### config.mk
export PLATFORM = sky130hd
export DESIGN_NAME = pit_timer
export DESIGN_NICKNAME = d
export VERILOG_FILES = /design/src/rtl/pit_pkg.sv /design/src/rtl/pit_prescaler.sv /design/src/rtl/pit_interval.sv /design/src/rtl/pit_regs.sv /design/src/rtl/pit_timer.sv
export SDC_FILE = /design/constraint.sdc
export NUM_CORES = 1
export LEC_CHECK = 0
export ABC_AREA = 1
export BUFFER_PORTS_ARGS = -buffer_cell sky130_fd_sc_hd__buf_2
export CORE_UTILIZATION = 40
export DETAILED_ROUTE_END_ITERATION = 7
export PLACE_DENSITY_LB_ADDON = 0.25
export REMOVE_ABC_BUFFERS = 1
export SKIP_LAST_GASP = 1
export SLEW_MARGIN = 20
export SYNTH_ARGS = -nofsm -noshare
export SYNTH_HDL_FRONTEND = slang
export SYNTH_HIERARCHICAL = 1
export SYNTH_SLANG_ARGS = --single-unit
### constraint.sdc
create_clock -name clk -period 3.1 [get_ports clk]
set_clock_uncertainty 0.15 [all_clocks]
set_input_delay 0.62 -clock clk [delete_from_list [all_inputs] [get_ports clk]]
set_output_delay 0.62 -clock clk [all_outputs]
set_load 0.05 [all_outputs]
### src/rtl/pit_pkg.sv
package pit_pkg;

    localparam int DATA_W   = 32;
    localparam int CNT_W    = 20;
    localparam int PCNT_W   = 12;
    localparam int PCNT_LSB = DATA_W - PCNT_W;
    localparam int EN_BIT   = 24;
    localparam int IEN_BIT  = 25;

    localparam logic [DATA_W-1:0] OFS_MODE  = 32'h00;
    localparam logic [DATA_W-1:0] OFS_FLAG  = 32'h04;
    localparam logic [DATA_W-1:0] OFS_VALUE = 32'h08;
    localparam logic [DATA_W-1:0] OFS_IMAGE = 32'h0C;

    typedef struct packed {
        logic             ien;
        logic             en;
        logic [CNT_W-1:0] limit;
    } mode_t;

    typedef enum logic [2:0] {
        SEL_NONE,
        SEL_MODE,
        SEL_FLAG,
        SEL_VALUE,
        SEL_IMAGE
    } reg_sel_e;

    function automatic reg_sel_e decode_offset(input logic [DATA_W-1:0] a);
        reg_sel_e s;
        case (a)
            OFS_MODE:  s = SEL_MODE;
            OFS_FLAG:  s = SEL_FLAG;
            OFS_VALUE: s = SEL_VALUE;
            OFS_IMAGE: s = SEL_IMAGE;
            default:   s = SEL_NONE;
        endcase
        return s;
    endfunction

    function automatic logic [DATA_W-1:0] pack_mode(input mode_t m);
        logic [DATA_W-1:0] r;
        r             = '0;
        r[CNT_W-1:0]  = m.limit;
        r[EN_BIT]     = m.en;
        r[IEN_BIT]    = m.ien;
        return r;
    endfunction

    function automatic mode_t unpack_mode(input logic [DATA_W-1:0] w);
        mode_t m;
        m.limit = w[CNT_W-1:0];
        m.en    = w[EN_BIT];
        m.ien   = w[IEN_BIT];
        return m;
    endfunction

    function automatic logic [DATA_W-1:0] pack_count(input logic [PCNT_W-1:0] p,
                                                     input logic [CNT_W-1:0]  c);
        logic [DATA_W-1:0] r;
        r                            = '0;
        r[CNT_W-1:0]                 = c;
        r[PCNT_LSB +: PCNT_W]        = p;
        return r;
    endfunction

endpackage

### src/rtl/pit_prescaler.sv
module pit_prescaler #(
    parameter int DIV = 16
) (
    input  logic clk,
    input  logic rst,
    input  logic run,
    output logic tick
);
    localparam int PW = (DIV > 1) ? $clog2(DIV) : 1;
    localparam logic [PW-1:0] LAST = PW'(DIV - 1);
    localparam bit POW2 = ((DIV & (DIV - 1)) == 0);

    logic [PW-1:0] phase;
    logic [PW-1:0] phase_nx;

    generate
        if (POW2) begin : g_pow2
            assign phase_nx = phase + 1'b1;
        end else begin : g_mod
            assign phase_nx = (phase == LAST) ? '0 : phase + 1'b1;
        end
    endgenerate

    always_ff @(posedge clk) begin
        if (rst) begin
            phase <= '0;
        end else if (!run) begin
            phase <= '0;
        end else begin
            phase <= phase_nx;
        end
    end

    assign tick = run && (phase == LAST);

endmodule

### src/rtl/pit_interval.sv
module pit_interval import pit_pkg::*; #(
    parameter int CW = CNT_W,
    parameter int PW = PCNT_W
) (
    input  logic          clk,
    input  logic          rst,
    input  logic          tick,
    input  logic          en,
    input  logic [CW-1:0] limit,
    input  logic          ack,
    output logic          run,
    output logic [CW-1:0] cnt,
    output logic [PW-1:0] pcnt,
    output logic          status
);
    localparam logic [PW-1:0] PCNT_MAX = '1;
    localparam logic [PW-1:0] PCNT_ONE = PW'(1);

    logic wrap;

    assign run  = en || (cnt != '0);
    assign wrap = tick && (cnt >= limit);

    always_ff @(posedge clk) begin
        if (rst) begin
            cnt <= '0;
        end else if (tick) begin
            cnt <= wrap ? '0 : cnt + 1'b1;
        end
    end

    always_ff @(posedge clk) begin
        if (rst) begin
            status <= 1'b0;
        end else if (wrap) begin
            status <= 1'b1;
        end else if (ack) begin
            status <= 1'b0;
        end
    end

    always_ff @(posedge clk) begin
        if (rst) begin
            pcnt <= '0;
        end else if (ack) begin
            pcnt <= wrap ? PCNT_ONE : '0;
        end else if (wrap && (pcnt != PCNT_MAX)) begin
            pcnt <= pcnt + 1'b1;
        end
    end

endmodule

### src/rtl/pit_regs.sv
module pit_regs import pit_pkg::*; #(
    parameter int ADDR_W = 8
) (
    input  logic              clk,
    input  logic              rst,
    input  logic [ADDR_W-1:0] addr,
    input  logic              we,
    input  logic [DATA_W-1:0] wdata,
    input  logic              re,
    input  logic [CNT_W-1:0]  cnt,
    input  logic [PCNT_W-1:0] pcnt,
    input  logic              status,
    output mode_t             mode_q,
    output logic              ack,
    output logic [DATA_W-1:0] rdata
);
    logic [DATA_W-1:0] addr_ext;
    reg_sel_e          sel;
    logic              unused_wbits;

    assign addr_ext     = DATA_W'(addr);
    assign sel          = decode_offset(addr_ext);
    assign ack          = re && (sel == SEL_VALUE);
    assign unused_wbits = ^{wdata[DATA_W-1:IEN_BIT+1], wdata[EN_BIT-1:CNT_W]};

    always_ff @(posedge clk) begin
        if (rst) begin
            mode_q <= '0;
        end else if (we && (sel == SEL_MODE)) begin
            mode_q <= unpack_mode(wdata);
        end
    end

    always_comb begin
        rdata = '0;
        if (re) begin
            case (sel)
                SEL_MODE:  rdata = pack_mode(mode_q);
                SEL_FLAG:  rdata = DATA_W'(status);
                SEL_VALUE: rdata = pack_count(pcnt, cnt);
                SEL_IMAGE: rdata = pack_count(pcnt, cnt);
                default:   rdata = '0;
            endcase
        end
    end

endmodule

### src/rtl/pit_timer.sv
module pit_timer import pit_pkg::*; #(
    parameter int PRESCALE = 16,
    parameter int ADDR_W   = 8
) (
    input  logic              clk,
    input  logic              rst,
    input  logic [ADDR_W-1:0] bus_addr,
    input  logic              bus_we,
    input  logic [DATA_W-1:0] bus_wdata,
    input  logic              bus_re,
    output logic [DATA_W-1:0] bus_rdata,
    output logic              irq
);
    mode_t             mode_q;
    logic              tick;
    logic              run;
    logic              ack;
    logic              status;
    logic [CNT_W-1:0]  cnt;
    logic [PCNT_W-1:0] pcnt;

    pit_prescaler #(.DIV(PRESCALE)) u_pre (
        .clk  (clk),
        .rst  (rst),
        .run  (run),
        .tick (tick)
    );

    pit_interval #(.CW(CNT_W), .PW(PCNT_W)) u_int (
        .clk    (clk),
        .rst    (rst),
        .tick   (tick),
        .en     (mode_q.en),
        .limit  (mode_q.limit),
        .ack    (ack),
        .run    (run),
        .cnt    (cnt),
        .pcnt   (pcnt),
        .status (status)
    );

    pit_regs #(.ADDR_W(ADDR_W)) u_regs (
        .clk    (clk),
        .rst    (rst),
        .addr   (bus_addr),
        .we     (bus_we),
        .wdata  (bus_wdata),
        .re     (bus_re),
        .cnt    (cnt),
        .pcnt   (pcnt),
        .status (status),
        .mode_q (mode_q),
        .ack    (ack),
        .rdata  (bus_rdata)
    );

    assign irq = status & mode_q.ien;

endmodule

==> tab_implementation.tex, run 1 <==
\begin{tabular}{lr}
\hline
Metric & Value \\
\hline
\multicolumn{2}{l}{\textbf{Critical path}} \\
\quad Highest-delay cell along the critical path & sky130\_fd\_sc\_hd\_\_dfxtp\_1 \\
\quad Crit path kind & flop to flop \\
\quad Reg2reg setup slack & 0.29 ns \\
\quad Depth of the worst register-to-register path & 17 \\
\quad Critical register-to-register path startpoint & u\_int/cnt[0]\$\_SDFFE\_PP0P\_ \\
\quad Crit-path most repeated cell & sky130\_fd\_sc\_hd\_\_inv\_1 \\
\quad Critical path fanouts, max & 10 \\
\quad Critical Path Sink Type & flop \\
\quad First element of the critical path & u\_int/cnt[0]\$\_SDFFE\_PP0P\_ \\
\quad Critical Path Start Type & flop \\
\quad Endpoint required time on the critical path & 3.15 ns \\
\quad Crit-path leading delay family & simple AND/OR/NAND/NOR gates \\
\quad Number of buffers and inverters on the critical path & 5 \\
\quad WP data arrival & 2.87 ns \\
\quad Delay of the slowest cell on the worst path & about 0.4 ns \\
\quad Reg-to-Reg End & u\_int/cnt[17]\$\_SDFFE\_PP0P\_ \\
\quad CP cell instances & inv\_1, ha\_1, nand2\_1, nor3\_1, nand4\_1, inv\_1, nor3\_2, buf\_4, inv\_2, nor3\_4, nand2\_2, inv\_1, nand3\_1, nor2\_1, nand2\_1, xor2\_1, nor2\_1 \\
\multicolumn{2}{l}{\textbf{Finish}} \\
\quad Share of cells above drive strength 1 & 0.173 \\
\quad Fin nets & between 700 and 800 \\
\quad Post-route non-filler standard cell count & 823 \\
\quad Core Util, Final & 0.494 \\
\quad Area of all placed cells without fillers & 4650 um2 \\
\quad Area growth from synthesis to layout & 17.6\% \\
\quad Antenna cell count & 0 \\
\multicolumn{2}{l}{\textbf{Synthesis}} \\
\quad Share of flip-flops with an asynchronous set or reset & 0 \\
\quad Yosys synthesis warning count & 6 \\
\quad Synth unique cells & 37 \\
\quad XOR/XNOR Fraction of Synth Area & 0.0244 \\
\quad Post-Syn Area & 3950 um2 \\
\quad Adder and majority cell fraction of the synthesized area & 0.0760 \\
\quad Synthesis-stage register bit count & 59 \\
\quad Simple logic cell fraction of the synthesized area & 0.366 \\
\quad Portion of the post-synthesis area used by sequential elements & 0.299 \\
\quad Multiplexer fraction of the synthesized cell area & 0 \\
\quad Post-synthesis compound-gate area fraction & 0.102 \\
\quad Gate count after technology mapping & 619 \\
\quad Post-Syn Area per Cell & 6.38 um2 \\
\quad Count of flip-flops with a built-in enable after synthesis & 0 \\
\quad Largest family of logic cells by synthesized area & simple AND/OR/NAND/NOR gates \\
\quad Prevailing post-synth register cell & sky130\_fd\_sc\_hd\_\_dfxtp\_1 \\
\multicolumn{2}{l}{\textbf{Die}} \\
\quad Total die area & 10300 um2 \\
\quad X dimension of the die & around 100 um \\
\quad Num ports & 77 \\
\quad Die height & 101 um \\
\quad Area of the placeable core & 9420 um2 \\
\quad Initial core utilization & 0.420 \\
\quad Standard-cell row count & 35 \\
\multicolumn{2}{l}{\textbf{Routing}} \\
\quad DRT Wirelength & about 9100 um \\
\quad Number of vias per cell & 4.76 \\
\quad Pre-antenna DRT Iters & 4 \\
\quad Initial DRC count & 151 \\
\quad Via count & 3917 \\
\quad Routed length per instance & 11.0 um \\
\quad Remaining design rule violation count & 0 \\
\quad ANT nets after route & 0 \\
\multicolumn{2}{l}{\textbf{Global routing}} \\
\quad Total track usage & 0.196 \\
\quad Global-route wire length before repair & 16000 um \\
\quad Overflow after GRT & 0 \\
\quad Number of antenna violations at the first check in global routing & 0 \\
\quad Largest net degree at the start of global routing & between 60 and 70 \\
\quad Vias in the first global route & roughly 3700 \\
\multicolumn{2}{l}{\textbf{Clock tree}} \\
\quad Largest buffer count on any clock path & 2 \\
\quad Count of clock tree sinks & 59 \\
\quad Clock-pin transition on the worst setup and hold timing paths & 0.07 ns \\
\quad CTS tree & built \\
\quad Clk Latency, worst-skew pair & 0.33 ns \\
\quad Number of post-CTS setup repair buffers & 0 \\
\quad Post-cts hold buffer count & 0 \\
\quad Cts repair resizes & 0 \\
\quad CTS buffer count & 9 \\
\quad Library cell used as clock root buffer & sky130\_fd\_sc\_hd\_\_clkbuf\_8 \\
\quad H-tree depth & 3 \\
\multicolumn{2}{l}{\textbf{Hold path}} \\
\quad Worst hold-check path type & flop to flop \\
\quad Worst Hold Endpoint & u\_pre/phase[0]\$\_SDFF\_PP0\_ \\
\quad Cells on Worst Hold Path & 1 \\
\quad HP Start & u\_pre/phase[0]\$\_SDFF\_PP0\_ \\
\multicolumn{2}{l}{\textbf{Placement}} \\
\quad Placed inst area & 4450 um2 \\
\quad Weighted congestion at the end of routability-driven global placement & 0.833 \\
\quad \# placed instances & 808 \\
\quad Port-buffer cells & 66 \\
\quad HPWL after DPL & 6760 um \\
\quad Worst slack at placement & roughly 0.28 ns \\
\multicolumn{2}{l}{\textbf{Power and ir drop}} \\
\quad Leakage Power & 2.10 nW \\
\quad Maximum resistive drop on vdd & between 0.15 and 0.2 mV \\
\quad PwrDens & 328 nW/um2 \\
\multicolumn{2}{l}{\textbf{Timing}} \\
\quad Post-route clock period utilization & 0.907 \\
\quad Fin. max-slew vios & 0 \\
\quad Slew headroom & 0.488 \\
\quad Crit path time final & 2.81 ns \\
\quad Number of setup violations in the final report & 0 \\
\quad Worst slew pin tran & 0.768 ns \\
\quad Maximum achievable frequency & 356 MHz \\
\quad Final hold vios & 0 \\
\quad Worst-case setup margin in the final layout & 0.288 ns \\
\quad Unrepaired setup endpoints after global routing & no \\
\multicolumn{2}{l}{\textbf{Job}} \\
\quad Max-Cap Viols & 0 \\
\multicolumn{2}{l}{\textbf{Status}} \\
\quad Result of the run & finished, final reports clean \\
\hline
\end{tabular}
[where the power goes]
part | total, W | internal, W | switching, W
clock network | 0.000694 | 0.000386 | 0.000308
logic | 0.0000721 | 0.0000257 | 0.0000464
registers | 0.000759 | 0.000758 | 0.000000571
total | 0.00153 | 0.00117 | 0.000355
[layout by cell type, fill, tap and decap left out, types with 2 or more instances in the layout]
master / instances
sky130_fd_sc_hd__nand2_1: 142
sky130_fd_sc_hd__inv_1: 102
sky130_fd_sc_hd__nor2_1: 91
sky130_fd_sc_hd__buf_2: 66
sky130_fd_sc_hd__dfxtp_1: 59
sky130_fd_sc_hd__a21oi_1: 58
sky130_fd_sc_hd__nand3_1: 40
sky130_fd_sc_hd__ha_1: 24
sky130_fd_sc_hd__buf_4: 13
sky130_fd_sc_hd__clkbuf_8: 10
sky130_fd_sc_hd__nor3_1: 10
sky130_fd_sc_hd__xor2_1: 10
sky130_fd_sc_hd__nand4_1: 7
sky130_fd_sc_hd__o21ai_0: 6
sky130_fd_sc_hd__nor2_2: 5
sky130_fd_sc_hd__nor4_1: 4
sky130_fd_sc_hd__nand2_2: 4
sky130_fd_sc_hd__nor2_4: 4
sky130_fd_sc_hd__nand3b_1: 4
sky130_fd_sc_hd__nor3b_1: 4
sky130_fd_sc_hd__a31oi_1: 4
sky130_fd_sc_hd__clkinv_2: 3
sky130_fd_sc_hd__a211oi_1: 3
sky130_fd_sc_hd__or2_2: 2
sky130_fd_sc_hd__nand3_2: 2
sky130_fd_sc_hd__o21ai_1: 2
sky130_fd_sc_hd__nor3_2: 2
sky130_fd_sc_hd__buf_12: 2
[Yosys cell counts, types with 6 or more instances]
cell                       number  share of area
sky130_fd_sc_hd__a21oi_1       58          0.073
sky130_fd_sc_hd__buf_6          6          0.017
sky130_fd_sc_hd__clkbuf_1       8         0.0076
sky130_fd_sc_hd__dfxtp_1       59           0.30
sky130_fd_sc_hd__ha_1          24          0.076
sky130_fd_sc_hd__inv_1        102          0.097
sky130_fd_sc_hd__nand2_1      142           0.13
sky130_fd_sc_hd__nand3_1       40          0.051
sky130_fd_sc_hd__nand4_1        7          0.011
sky130_fd_sc_hd__nor2_1        91          0.086
sky130_fd_sc_hd__nor2_2         7          0.011
sky130_fd_sc_hd__nor3_1        11          0.014
sky130_fd_sc_hd__o21ai_0        6         0.0076
sky130_fd_sc_hd__xor2_1        10          0.022
[logic make-up after synthesis]
family,Yosys count
AO/OA/AOI/OAI,76
XOR/XNOR,11
buffers and inverters,124
AND/OR/NAND/NOR,325
flip-flops,59
adder cells (fa/ha/maj),24
[area by class of cell]
cell class              instances  area, um2
fillers                       953       4770
clock inverters                 5       53.8
clock buffers                  10        138
repair buffers                 81        468
inverters                     103        387
well taps                     129        161
multi-input cells             436       2260
flip-flops and latches         59       1180
[per-stage QoR]
| stage | hold slack [ns] | total power [W] | setup TNS [ns] |
|---|---|---|---|
| 6_report | 0.300 | 0.00153 | 0 |
| 5_1_grt | 0.350 | 0.00159 | 0 |
| 4_1_cts | 0.309 | 0.00155 | 0 |
| 3_5_place_dp | 0.296 | 0.000849 | 0 |
| 3_3_place_gp | 0.280 | 0.000848 | 0 |
| 2_1_floorplan | 0.267 | 0.000807 | -13.60 |
[worst reg2reg max path, stage by stage, from the launching register on]
cell and delay (ns):
sky130_fd_sc_hd__dfxtp_1 0.41, sky130_fd_sc_hd__inv_1 0.10, sky130_fd_sc_hd__ha_1 0.21, sky130_fd_sc_hd__nand2_1 0.06
sky130_fd_sc_hd__nor3_1 0.04, sky130_fd_sc_hd__nand4_1 0.11, sky130_fd_sc_hd__inv_1 0.08, sky130_fd_sc_hd__nor3_2 0.20
sky130_fd_sc_hd__buf_4 0.23, sky130_fd_sc_hd__inv_2 0.08, sky130_fd_sc_hd__nor3_4 0.27, sky130_fd_sc_hd__nand2_2 0.11
sky130_fd_sc_hd__inv_1 0.11, sky130_fd_sc_hd__nand3_1 0.08, sky130_fd_sc_hd__nor2_1 0.14, sky130_fd_sc_hd__nand2_1 0.09
sky130_fd_sc_hd__xor2_1 0.15, sky130_fd_sc_hd__nor2_1 0.05
[registers in the layout, summed over array words and instances, names as in the netlist]
signal and count:
u_pre/phase 4, u_int/pcnt 12, u_int/status 1, u_regs/mode_q 22, u_int/cnt 20
[layer usage]
layer	routed length (um)	share of wire	track usage
met4	66	0.0073	0.0858
met2	4300	0.47	0.340
met3	328	0.036	0.0317
met5	0	0	0
met1	4370	0.48	0.238
[worst max-delay path by stage]
stage                            endpoint  slack, ns  cells after the start
2_1_floorplan               bus_rdata[10]      -0.65                      5
5_1_grt        u_int/cnt[17]$_SDFFE_PP0P_       0.04                     17
4_1_cts        u_int/cnt[17]$_SDFFE_PP0P_       0.26                     17
3_5_place_dp   u_int/cnt[17]$_SDFFE_PP0P_       0.28                     17
3_3_place_gp   u_int/cnt[17]$_SDFFE_PP0P_       0.31                     17
6_report       u_int/cnt[17]$_SDFFE_PP0P_       0.29                     17
No activity file was read; power rests on OpenSTA's default activity.
==> inputs of run 2 (changes only) <==
--- a/config.mk
+++ b/config.mk
@@ -9,3 +9,5 @@
 export BUFFER_PORTS_ARGS = -buffer_cell sky130_fd_sc_hd__buf_2
-export CORE_UTILIZATION = 40
+export CELL_PAD_IN_SITES_DETAIL_PLACEMENT = 1
+export CELL_PAD_IN_SITES_GLOBAL_PLACEMENT = 2
+export CORE_UTILIZATION = 30
 export DETAILED_ROUTE_END_ITERATION = 7
@@ -13,2 +15,3 @@
 export REMOVE_ABC_BUFFERS = 1
+export SKIP_CTS_REPAIR_TIMING = 1
 export SKIP_LAST_GASP = 1
--- a/constraint.sdc
+++ b/constraint.sdc
@@ -4,2 +4,2 @@
 set_output_delay 0.62 -clock clk [all_outputs]
-set_load 0.05 [all_outputs]
+set_load 0.01 [all_outputs]
==> run 2 against run 1 <==
  * Routed wire length is 26% higher
  * Worst setup slack worse by 0.056 ns
  * Worst hold slack better by 0.0075 ns
  * Sequential cell count stayed put
  * First-iteration DRC count is 9.3% lower
  * Critical path depth stayed put
  * Global-route usage is 1.5 points lower
  * Count of clock-buffer cells in the layout is 3 higher
  * Clock power is 37% higher
  * Combinational power is 3.9% higher
  * Sequential share of layout area is 1.2 points lower
  * Critical path type unchanged
  * Highest routed layer unchanged
==> tab_implementation.tex, run 2 (synthesized netlist as in run 1, its figures left out) <==
\begin{tabular}{lr}
\hline
Metric & Value \\
\hline
\multicolumn{2}{l}{\textbf{Status}} \\
\quad Result of the run & finished, final reports clean \\
\multicolumn{2}{l}{\textbf{Clock tree}} \\
\quad Count of clock tree sinks & 59 (unchanged) \\
\quad Clk Latency, worst-skew pair & 0.34 ns (about the same) \\
\quad Library cell used as clock root buffer & sky130\_fd\_sc\_hd\_\_clkbuf\_16 \\
\quad CTS tree & built \\
\quad CTS buffer count & 9 (unchanged) \\
\quad Largest buffer count on any clock path & 2 (unchanged) \\
\quad H-tree depth & 3 (unchanged) \\
\quad Clock-pin transition on the worst setup and hold timing paths & 0.05 ns (-0.02 ns) \\
\multicolumn{2}{l}{\textbf{Finish}} \\
\quad Share of cells above drive strength 1 & 0.183 (+0.0103) \\
\quad Core Util, Final & 0.383 (-0.111) \\
\quad Multi-input gate area & 2270 um2 (+0.33\%) \\
\quad Leading registers by flop count & u\_regs/mode\_q (22), u\_int/cnt (20), u\_int/pcnt (12) \\
\quad Max FFs per register & 22 (unchanged) \\
\quad Antenna cell count & 0 (unchanged) \\
\quad Post-route non-filler standard cell count & 876 (+6.4\%) \\
\quad Area of all placed cells without fillers & 4870 um2 (+4.8\%) \\
\quad Filler cell count & 1711 (+80\%) \\
\quad Area used by sequential logic in the layout & 1180 um2 (unchanged) \\
\quad Fin nets & 768 (+1.3\%) \\
\quad Register with the most flip-flops & u\_regs/mode\_q \\
\quad Commonest non-fill, non-tap cells in the layout & sky130\_fd\_sc\_hd\_\_nand2\_1 (142), sky130\_fd\_sc\_hd\_\_inv\_1 (102), sky130\_fd\_sc\_hd\_\_nor2\_1 (91) \\
\quad Most frequent standard cell in the layout excluding fill and tap cells & sky130\_fd\_sc\_hd\_\_nand2\_1 \\
\quad Area growth from synthesis to layout & 23.3\% \\
\multicolumn{2}{l}{\textbf{Power and ir drop}} \\
\quad Part of the total power dissipated in the clock network & 0.533 (+0.078) \\
\quad Cell internal pwr & 0.00138 W (+18\%) \\
\quad Sequential power share & 0.425 (-0.073) \\
\quad Leakage Power & 2.22 nW (+6.1\%) \\
\quad Combinational fraction of design power & 0.042 (-0.005) \\
\quad Maximum resistive drop on vdd & 0.171 mV (-5.2\%) \\
\quad Net Sw Frac & 0.226 (-0.00712) \\
\quad Pwr Total & 0.00179 W (+17\%) \\
\quad Switching power summed over all nets & 0.000404 W (+14\%) \\
\quad PwrDens & 367 nW/um2 (+12\%) \\
\multicolumn{2}{l}{\textbf{Placement}} \\
\quad Placed inst area & 4580 um2 (+2.9\%) \\
\quad HPWL after DPL & 8690 um (+28\%) \\
\quad \# placed instances & 861 (+6.6\%) \\
\quad Port-buffer cells & 66 (unchanged) \\
\quad Weighted congestion at the end of routability-driven global placement & 0.774 (-7.1\%) \\
\multicolumn{2}{l}{\textbf{Die}} \\
\quad Standard-cell row count & 41 (+17\%) \\
\quad Area of the placeable core & 12700 um2 (+35\%) \\
\quad Die height & 117 um (+15\%) \\
\quad X dimension of the die & 117 um (+15\%) \\
\quad Initial core utilization & 0.311 (-0.109) \\
\quad Total die area & 13600 um2 (+33\%) \\
\quad Num ports & 77 (unchanged) \\
\multicolumn{2}{l}{\textbf{Critical path}} \\
\quad Crit path kind & flop to flop \\
\quad CP cell instances & inv\_1, ha\_1, nand2\_1, nor3\_1, nand4\_1, inv\_1, nor3\_4, buf\_4, nand3\_1, nor2\_2, nand3\_1, nor2\_2, inv\_1, nor3\_4, nand2\_1, nor3\_1, nor3\_1 \\
\quad Reg2reg setup slack & 0.23 ns (-0.06 ns) \\
\quad Delay of the slowest cell on the worst path & 0.32 ns (-0.09 ns) \\
\quad Highest-delay cell along the critical path & sky130\_fd\_sc\_hd\_\_dfxtp\_1 \\
\quad Critical Path Sink Type & flop \\
\quad Depth of the worst register-to-register path & 17 (unchanged) \\
\quad Critical path fanouts, max & 4 (-6) \\
\quad First element of the critical path & u\_int/cnt[0]\$\_SDFFE\_PP0P\_ \\
\quad Critical register-to-register path startpoint & u\_int/cnt[0]\$\_SDFFE\_PP0P\_ \\
\quad WP data arrival & 2.92 ns (+0.05 ns) \\
\quad Reg-to-Reg End & u\_int/cnt[16]\$\_SDFFE\_PP0P\_ \\
\quad Endpoint required time on the critical path & 3.16 ns (about the same) \\
\quad Critical Path Start Type & flop \\
\multicolumn{2}{l}{\textbf{Global routing}} \\
\quad Global-route wire length before repair & 18800 um (+18\%) \\
\quad Total track usage & 0.180 (-0.0155) \\
\quad Number of antenna violations at the first check in global routing & 0 (unchanged) \\
\quad Largest net degree at the start of global routing & 52 (-21\%) \\
\quad Overflow after GRT & 0 (unchanged) \\
\quad Vias in the first global route & 4052 (+10\%) \\
\multicolumn{2}{l}{\textbf{Hold path}} \\
\quad Cells on Worst Hold Path & 1 (unchanged) \\
\quad Worst Hold Endpoint & u\_pre/phase[0]\$\_SDFF\_PP0\_ \\
\quad HP Start & u\_pre/phase[0]\$\_SDFF\_PP0\_ \\
\quad Worst hold-check path type & flop to flop \\
\multicolumn{2}{l}{\textbf{Timing}} \\
\quad Crit path time final & 2.87 ns (+0.0557 ns) \\
\quad Final hold vios & 0 (unchanged) \\
\quad Post-route clock period utilization & 0.925 (+0.0180) \\
\quad Number of setup violations in the final report & 0 (unchanged) \\
\quad Maximum achievable frequency & 349 MHz (-1.9\%) \\
\quad Setup total negative slack & 0 ns (unchanged) \\
\quad Worst slew pin tran & 0.874 ns (+0.107 ns) \\
\quad Fin. max-slew vios & 0 (unchanged) \\
\quad Slew headroom & 0.416 (-0.0717) \\
\multicolumn{2}{l}{\textbf{Routing}} \\
\quad Number of vias per cell & 4.67 (-1.9\%) \\
\quad Pre-antenna DRT Iters & 4 (unchanged) \\
\quad Initial DRC count & 137 (-9.3\%) \\
\quad ANT nets after route & 0 (unchanged) \\
\quad Remaining design rule violation count & 0 (unchanged) \\
\quad DRT Wirelength & 11400 um (+26\%) \\
\quad Via count & 4091 (+4.4\%) \\
\quad Routed length per instance & 13.0 um (+18\%) \\
\multicolumn{2}{l}{\textbf{Job}} \\
\quad Max-Cap Viols & 0 (unchanged) \\
\hline
\end{tabular}
[run 2: how the worst max path moves through the flow]
| stage | end | cells past startpoint |
|---|---|---|
| global route | u_int/cnt[16]$_SDFFE_PP0P_ | 17 |
| global placement | u_int/cnt[17]$_SDFFE_PP0P_ | 18 |
| floorplan | bus_rdata[10] | 5 |
| detailed placement | u_int/cnt[16]$_SDFFE_PP0P_ | 17 |
| CTS | u_int/cnt[16]$_SDFFE_PP0P_ | 17 |
| finish | u_int/cnt[16]$_SDFFE_PP0P_ | 17 |
[run 2: layout make-up]
| class | count | share of cell area |
|---|---|---|
| Tap cell | 172 | 0.0442 |
| Clock buffer | 13 | 0.0555 |
| Sequential cell | 59 | 0.242 |
| Inverter | 103 | 0.0793 |
| Clock inverter | 2 | 0.00205 |
| Timing Repair Buffer | 91 | 0.111 |
| Multi-Input combinational cell | 436 | 0.465 |
[run 2: power groups by stage]
stage               clock network, W  registers (W)  logic (W)
finish                      0.000953       0.000760  0.0000749
detailed placement                 0       0.000776  0.0000761
global placement                   0       0.000776  0.0000744
global route                 0.00101       0.000760  0.0000863
CTS                         0.000985       0.000760  0.0000765
floorplan                          0       0.000776  0.0000312
[run 2: per-stage QoR]
step / worst slack [ns] / hold WS (ns)
2_1_floorplan: -0.0929 / 0.267
3_3_place_gp: 0.176 / 0.279
3_5_place_dp: 0.0922 / 0.301
4_1_cts: 0.0321 / 0.314
5_1_grt: -0.0313 / 0.346
6_report: 0.232 / 0.307
[run 2: routing by layer]
metal	wire, um	GRT usage	vias to the layer above
met1	5440	0.222	1920
met3	240	0.0275	14
li1	-	-	2111
met5	0	0	-
met2	5520	0.307	46
met4	218	0.0852	0
[run 2: worst max-delay path, delay by kind of cell, from the launching register on]
family,cells,cell delay (ns)
fa+ha+maj,1,0.20
simple gates,12,1.61
buf+inv,4,0.46
flops,1,0.32
==> inputs of run 3 (changes only) <==
CORE_MARGIN = 4   (was not set)
REMOVE_ABC_BUFFERS = not set   (was 1)
==> run 3 against run 2 <==
  * Routed wire length increased by 5.1%
  * Via count decreased by 1.4%
  * Sequential power about the same
  * Die area increased by 11%
  * Register-to-register slack improved by 0.21 ns
  * Worst setup slack improved by 0.052 ns
  * Sequential cell count unchanged
  * First-iteration DRC count increased by 4.4%
  * Sequential share of layout area increased by 0.075 points
  * Global-route usage decreased by 1.3 points
  * Core utilization decreased by 0.27 points
==> tab_implementation.tex, run 3 (synthesized netlist as in run 1, its figures left out) <==
\begin{tabular}{lr}
\hline
Metric & Value \\
\hline
\multicolumn{2}{l}{\textbf{Power and ir drop}} \\
\quad Sequential power share & 0.393 (-0.032) \\
\quad Combinational fraction of design power & 0.038 (-0.004) \\
\quad Leakage Power & 2.17 nW (-2.3\%) \\
\quad Switching power summed over all nets & 0.000426 W (+5.6\%) \\
\quad Part of the total power dissipated in the clock network & 0.569 (+0.036) \\
\quad Net Sw Frac & 0.220 (-0.00560) \\
\quad Maximum resistive drop on vdd & 0.234 mV (+37\%) \\
\quad Cell internal pwr & 0.00151 W (+9.1\%) \\
\quad PwrDens & 399 nW/um2 (+8.6\%) \\
\multicolumn{2}{l}{\textbf{Global routing}} \\
\quad Vias in the first global route & 4115 (+1.6\%) \\
\quad Overflow after GRT & 0 (unchanged) \\
\quad Number of antenna violations at the first check in global routing & 0 (unchanged) \\
\quad Global-route wire length before repair & 20000 um (+6.5\%) \\
\quad Total track usage & 0.168 (-0.0125) \\
\quad Largest net degree at the start of global routing & 66 (+27\%) \\
\multicolumn{2}{l}{\textbf{Finish}} \\
\quad Commonest non-fill, non-tap cells in the layout & sky130\_fd\_sc\_hd\_\_nand2\_1 (142), sky130\_fd\_sc\_hd\_\_inv\_1 (102), sky130\_fd\_sc\_hd\_\_nor2\_1 (91) \\
\quad Antenna cell count & 0 (unchanged) \\
\quad Leading registers by flop count & u\_regs/mode\_q (22), u\_int/cnt (20), u\_int/pcnt (12) \\
\quad Fin nets & 763 (-0.65\%) \\
\quad Register with the most flip-flops & u\_regs/mode\_q \\
\quad Most frequent standard cell in the layout excluding fill and tap cells & sky130\_fd\_sc\_hd\_\_nand2\_1 \\
\quad Share of cells above drive strength 1 & 0.180 (-0.00324) \\
\quad Area of all placed cells without fillers & 4860 um2 (-0.31\%) \\
\quad Area growth from synthesis to layout & 23.0\% \\
\quad Max FFs per register & 22 (unchanged) \\
\multicolumn{2}{l}{\textbf{Timing}} \\
\quad Final hold vios & 0 (unchanged) \\
\quad Maximum achievable frequency & 355 MHz (+1.9\%) \\
\quad Slew headroom & 0.505 (+0.0888) \\
\quad Unrepaired setup endpoints after global routing & no \\
\quad Setup total negative slack & 0 ns (unchanged) \\
\quad Worst slew pin tran & 0.742 ns (-0.132 ns) \\
\quad Minimum hold slack & 0.297 ns (-0.0102 ns) \\
\quad Post-route clock period utilization & 0.908 (-0.0169) \\
\quad Number of setup violations in the final report & 0 (unchanged) \\
\quad Fin. max-slew vios & 0 (unchanged) \\
\quad Worst-case setup margin in the final layout & 0.285 ns (+0.0524 ns) \\
\quad Crit path time final & 2.82 ns (-0.0524 ns) \\
\multicolumn{2}{l}{\textbf{Critical path}} \\
\quad Critical path fanouts, max & 22 (+18) \\
\quad Delay of the slowest cell on the worst path & 0.32 ns (about the same) \\
\quad Highest-delay cell along the critical path & sky130\_fd\_sc\_hd\_\_nand2\_1 \\
\quad Reg2reg setup slack & 0.44 ns (+0.21 ns) \\
\quad Crit path kind & input pin to output pin \\
\quad Critical Path Sink Type & output pin \\
\quad Depth of the worst register-to-register path & 16 (-1) \\
\quad CP cell instances & buf\_2, nor2\_1, nand2\_1, nor2\_2, buf\_4, nand2\_1, nor2\_1, buf\_2 \\
\quad Number of buffers and inverters on the critical path & 3 (-1) \\
\quad Endpoint required time on the critical path & 2.33 ns (-0.83 ns) \\
\quad Crit-path leading delay family & simple AND/OR/NAND/NOR gates \\
\quad WP data arrival & 2.05 ns (-0.87 ns) \\
\quad Critical Path Start Type & input pin \\
\quad Critical register-to-register path startpoint & u\_int/cnt[0]\$\_SDFFE\_PP0P\_ \\
\quad Reg-to-Reg End & u\_int/cnt[16]\$\_SDFFE\_PP0P\_ \\
\multicolumn{2}{l}{\textbf{Hold path}} \\
\quad HP Start & u\_pre/phase[0]\$\_SDFF\_PP0\_ \\
\quad Cells on Worst Hold Path & 1 (unchanged) \\
\quad Worst hold-check path type & flop to flop \\
\quad Worst Hold Endpoint & u\_pre/phase[0]\$\_SDFF\_PP0\_ \\
\multicolumn{2}{l}{\textbf{Routing}} \\
\quad ANT nets after route & 0 (unchanged) \\
\quad Remaining design rule violation count & 0 (unchanged) \\
\quad Via count & 4035 (-1.4\%) \\
\quad Number of vias per cell & 4.63 (-0.92\%) \\
\quad Routed length per instance & 13.8 um (+5.6\%) \\
\quad Initial DRC count & 143 (+4.4\%) \\
\quad DRT Wirelength & 12000 um (+5.1\%) \\
\quad Pre-antenna DRT Iters & 4 (unchanged) \\
\multicolumn{2}{l}{\textbf{Job}} \\
\quad Max-Cap Viols & 0 (unchanged) \\
\multicolumn{2}{l}{\textbf{Die}} \\
\quad Num ports & 77 (unchanged) \\
\quad Initial core utilization & 0.309 (-0.00125) \\
\quad Standard-cell row count & 41 (unchanged) \\
\quad Total die area & 15100 um2 (+11\%) \\
\quad X dimension of the die & 123 um (+5.1\%) \\
\quad Area of the placeable core & 12800 um2 (+0.40\%) \\
\quad Die height & 123 um (+5.1\%) \\
\multicolumn{2}{l}{\textbf{Placement}} \\
\quad Placed inst area & 4530 um2 (-1.1\%) \\
\quad Worst slack at placement & 0.264 ns (+0.172 ns) \\
\quad Port-buffer cells & 66 (unchanged) \\
\quad HPWL after DPL & 9250 um (+6.5\%) \\
\quad Weighted congestion at the end of routability-driven global placement & 0.803 (+3.8\%) \\
\multicolumn{2}{l}{\textbf{Clock tree}} \\
\quad CTS tree & built \\
\quad H-tree depth & 3 (unchanged) \\
\quad Clk Latency, worst-skew pair & 0.33 ns (about the same) \\
\quad Clock-pin transition on the worst setup and hold timing paths & 0.06 ns (about the same) \\
\quad Count of clock tree sinks & 59 (unchanged) \\
\quad CTS buffer count & 9 (unchanged) \\
\quad Library cell used as clock root buffer & sky130\_fd\_sc\_hd\_\_clkbuf\_16 \\
\quad Largest buffer count on any clock path & 2 (unchanged) \\
\multicolumn{2}{l}{\textbf{Status}} \\
\quad Result of the run & finished, final reports clean \\
\multicolumn{2}{l}{\textbf{Synthesis}} \\
\quad Syn nets & approximately 700 \\
\hline
\end{tabular}
## run 3: cell count changes in the layout (fill, tap and decap cells not counted), sizes merged
cell and change:
clkinvlp +2, buf -5, clkbuf -3, bufinv +2
## run 3: per-stage QoR
| step | utilization | instances | power [W] |
|---|---|---|---|
| final | 0.380 | 872 | 0.00194 |
| after floorplan | - | 619 | 0.000817 |
| after CTS | 0.380 | 872 | 0.00196 |
| after global routing | 0.380 | 872 | 0.00200 |
| after global placement | 0.354 | 856 | 0.000850 |
| after detailed placement | 0.354 | 856 | 0.000852 |
## run 3: how the worst max path moves through the flow
| stage | start | to | slack, ns | depth (start not counted) |
|---|---|---|---|---|
| after floorplan | u_int/cnt[0]$_SDFFE_PP0P_ | u_int/cnt[17]$_SDFFE_PP0P_ | 0.71 | 17 |
| after global placement | bus_addr[7] | u_int/pcnt[10]$_SDFFE_PP0P_ | 0.30 | 10 |
| after detailed placement | bus_addr[7] | u_int/pcnt[3]$_SDFFE_PP0P_ | 0.26 | 11 |
| after CTS | u_int/cnt[0]$_SDFFE_PP0P_ | u_int/cnt[16]$_SDFFE_PP0P_ | 0.25 | 16 |
| after global routing | u_int/cnt[0]$_SDFFE_PP0P_ | u_int/cnt[16]$_SDFFE_PP0P_ | 0.05 | 16 |
| final | bus_addr[7] | bus_rdata[22] | 0.28 | 8 |
## run 3: layer usage
layer	vias to the layer above	routed length, um	GRT usage	share of wire
li1	2097	-	-	-
met1	1873	6010	0.228	0.50
met2	52	5490	0.269	0.46
met3	13	345	0.0286	0.029
met4	0	160	0.0546	0.013
met5	-	0	0	0
## run 3: area by class of cell
type                            count  area, um2
Clock buffer                       10        239
Timing Repair Buffer               86        493
Inverter                          103        387
Multi-Input combinational cell    436       2250
Fill cell                        1669       7920
Tap cell                          172        215
Clock inverter                      6       88.8
Sequential cell                    59       1180
## run 3: power groups by stage
stage | Clock, W | Combinational (W) | Sequential (W)
finish | 0.00110 | 0.0000744 | 0.000760
global route | 0.00116 | 0.0000861 | 0.000760
CTS | 0.00112 | 0.0000758 | 0.000760
detailed placement | 0 | 0.0000755 | 0.000776
global placement | 0 | 0.0000735 | 0.000776
floorplan | 0 | 0.0000412 | 0.000776
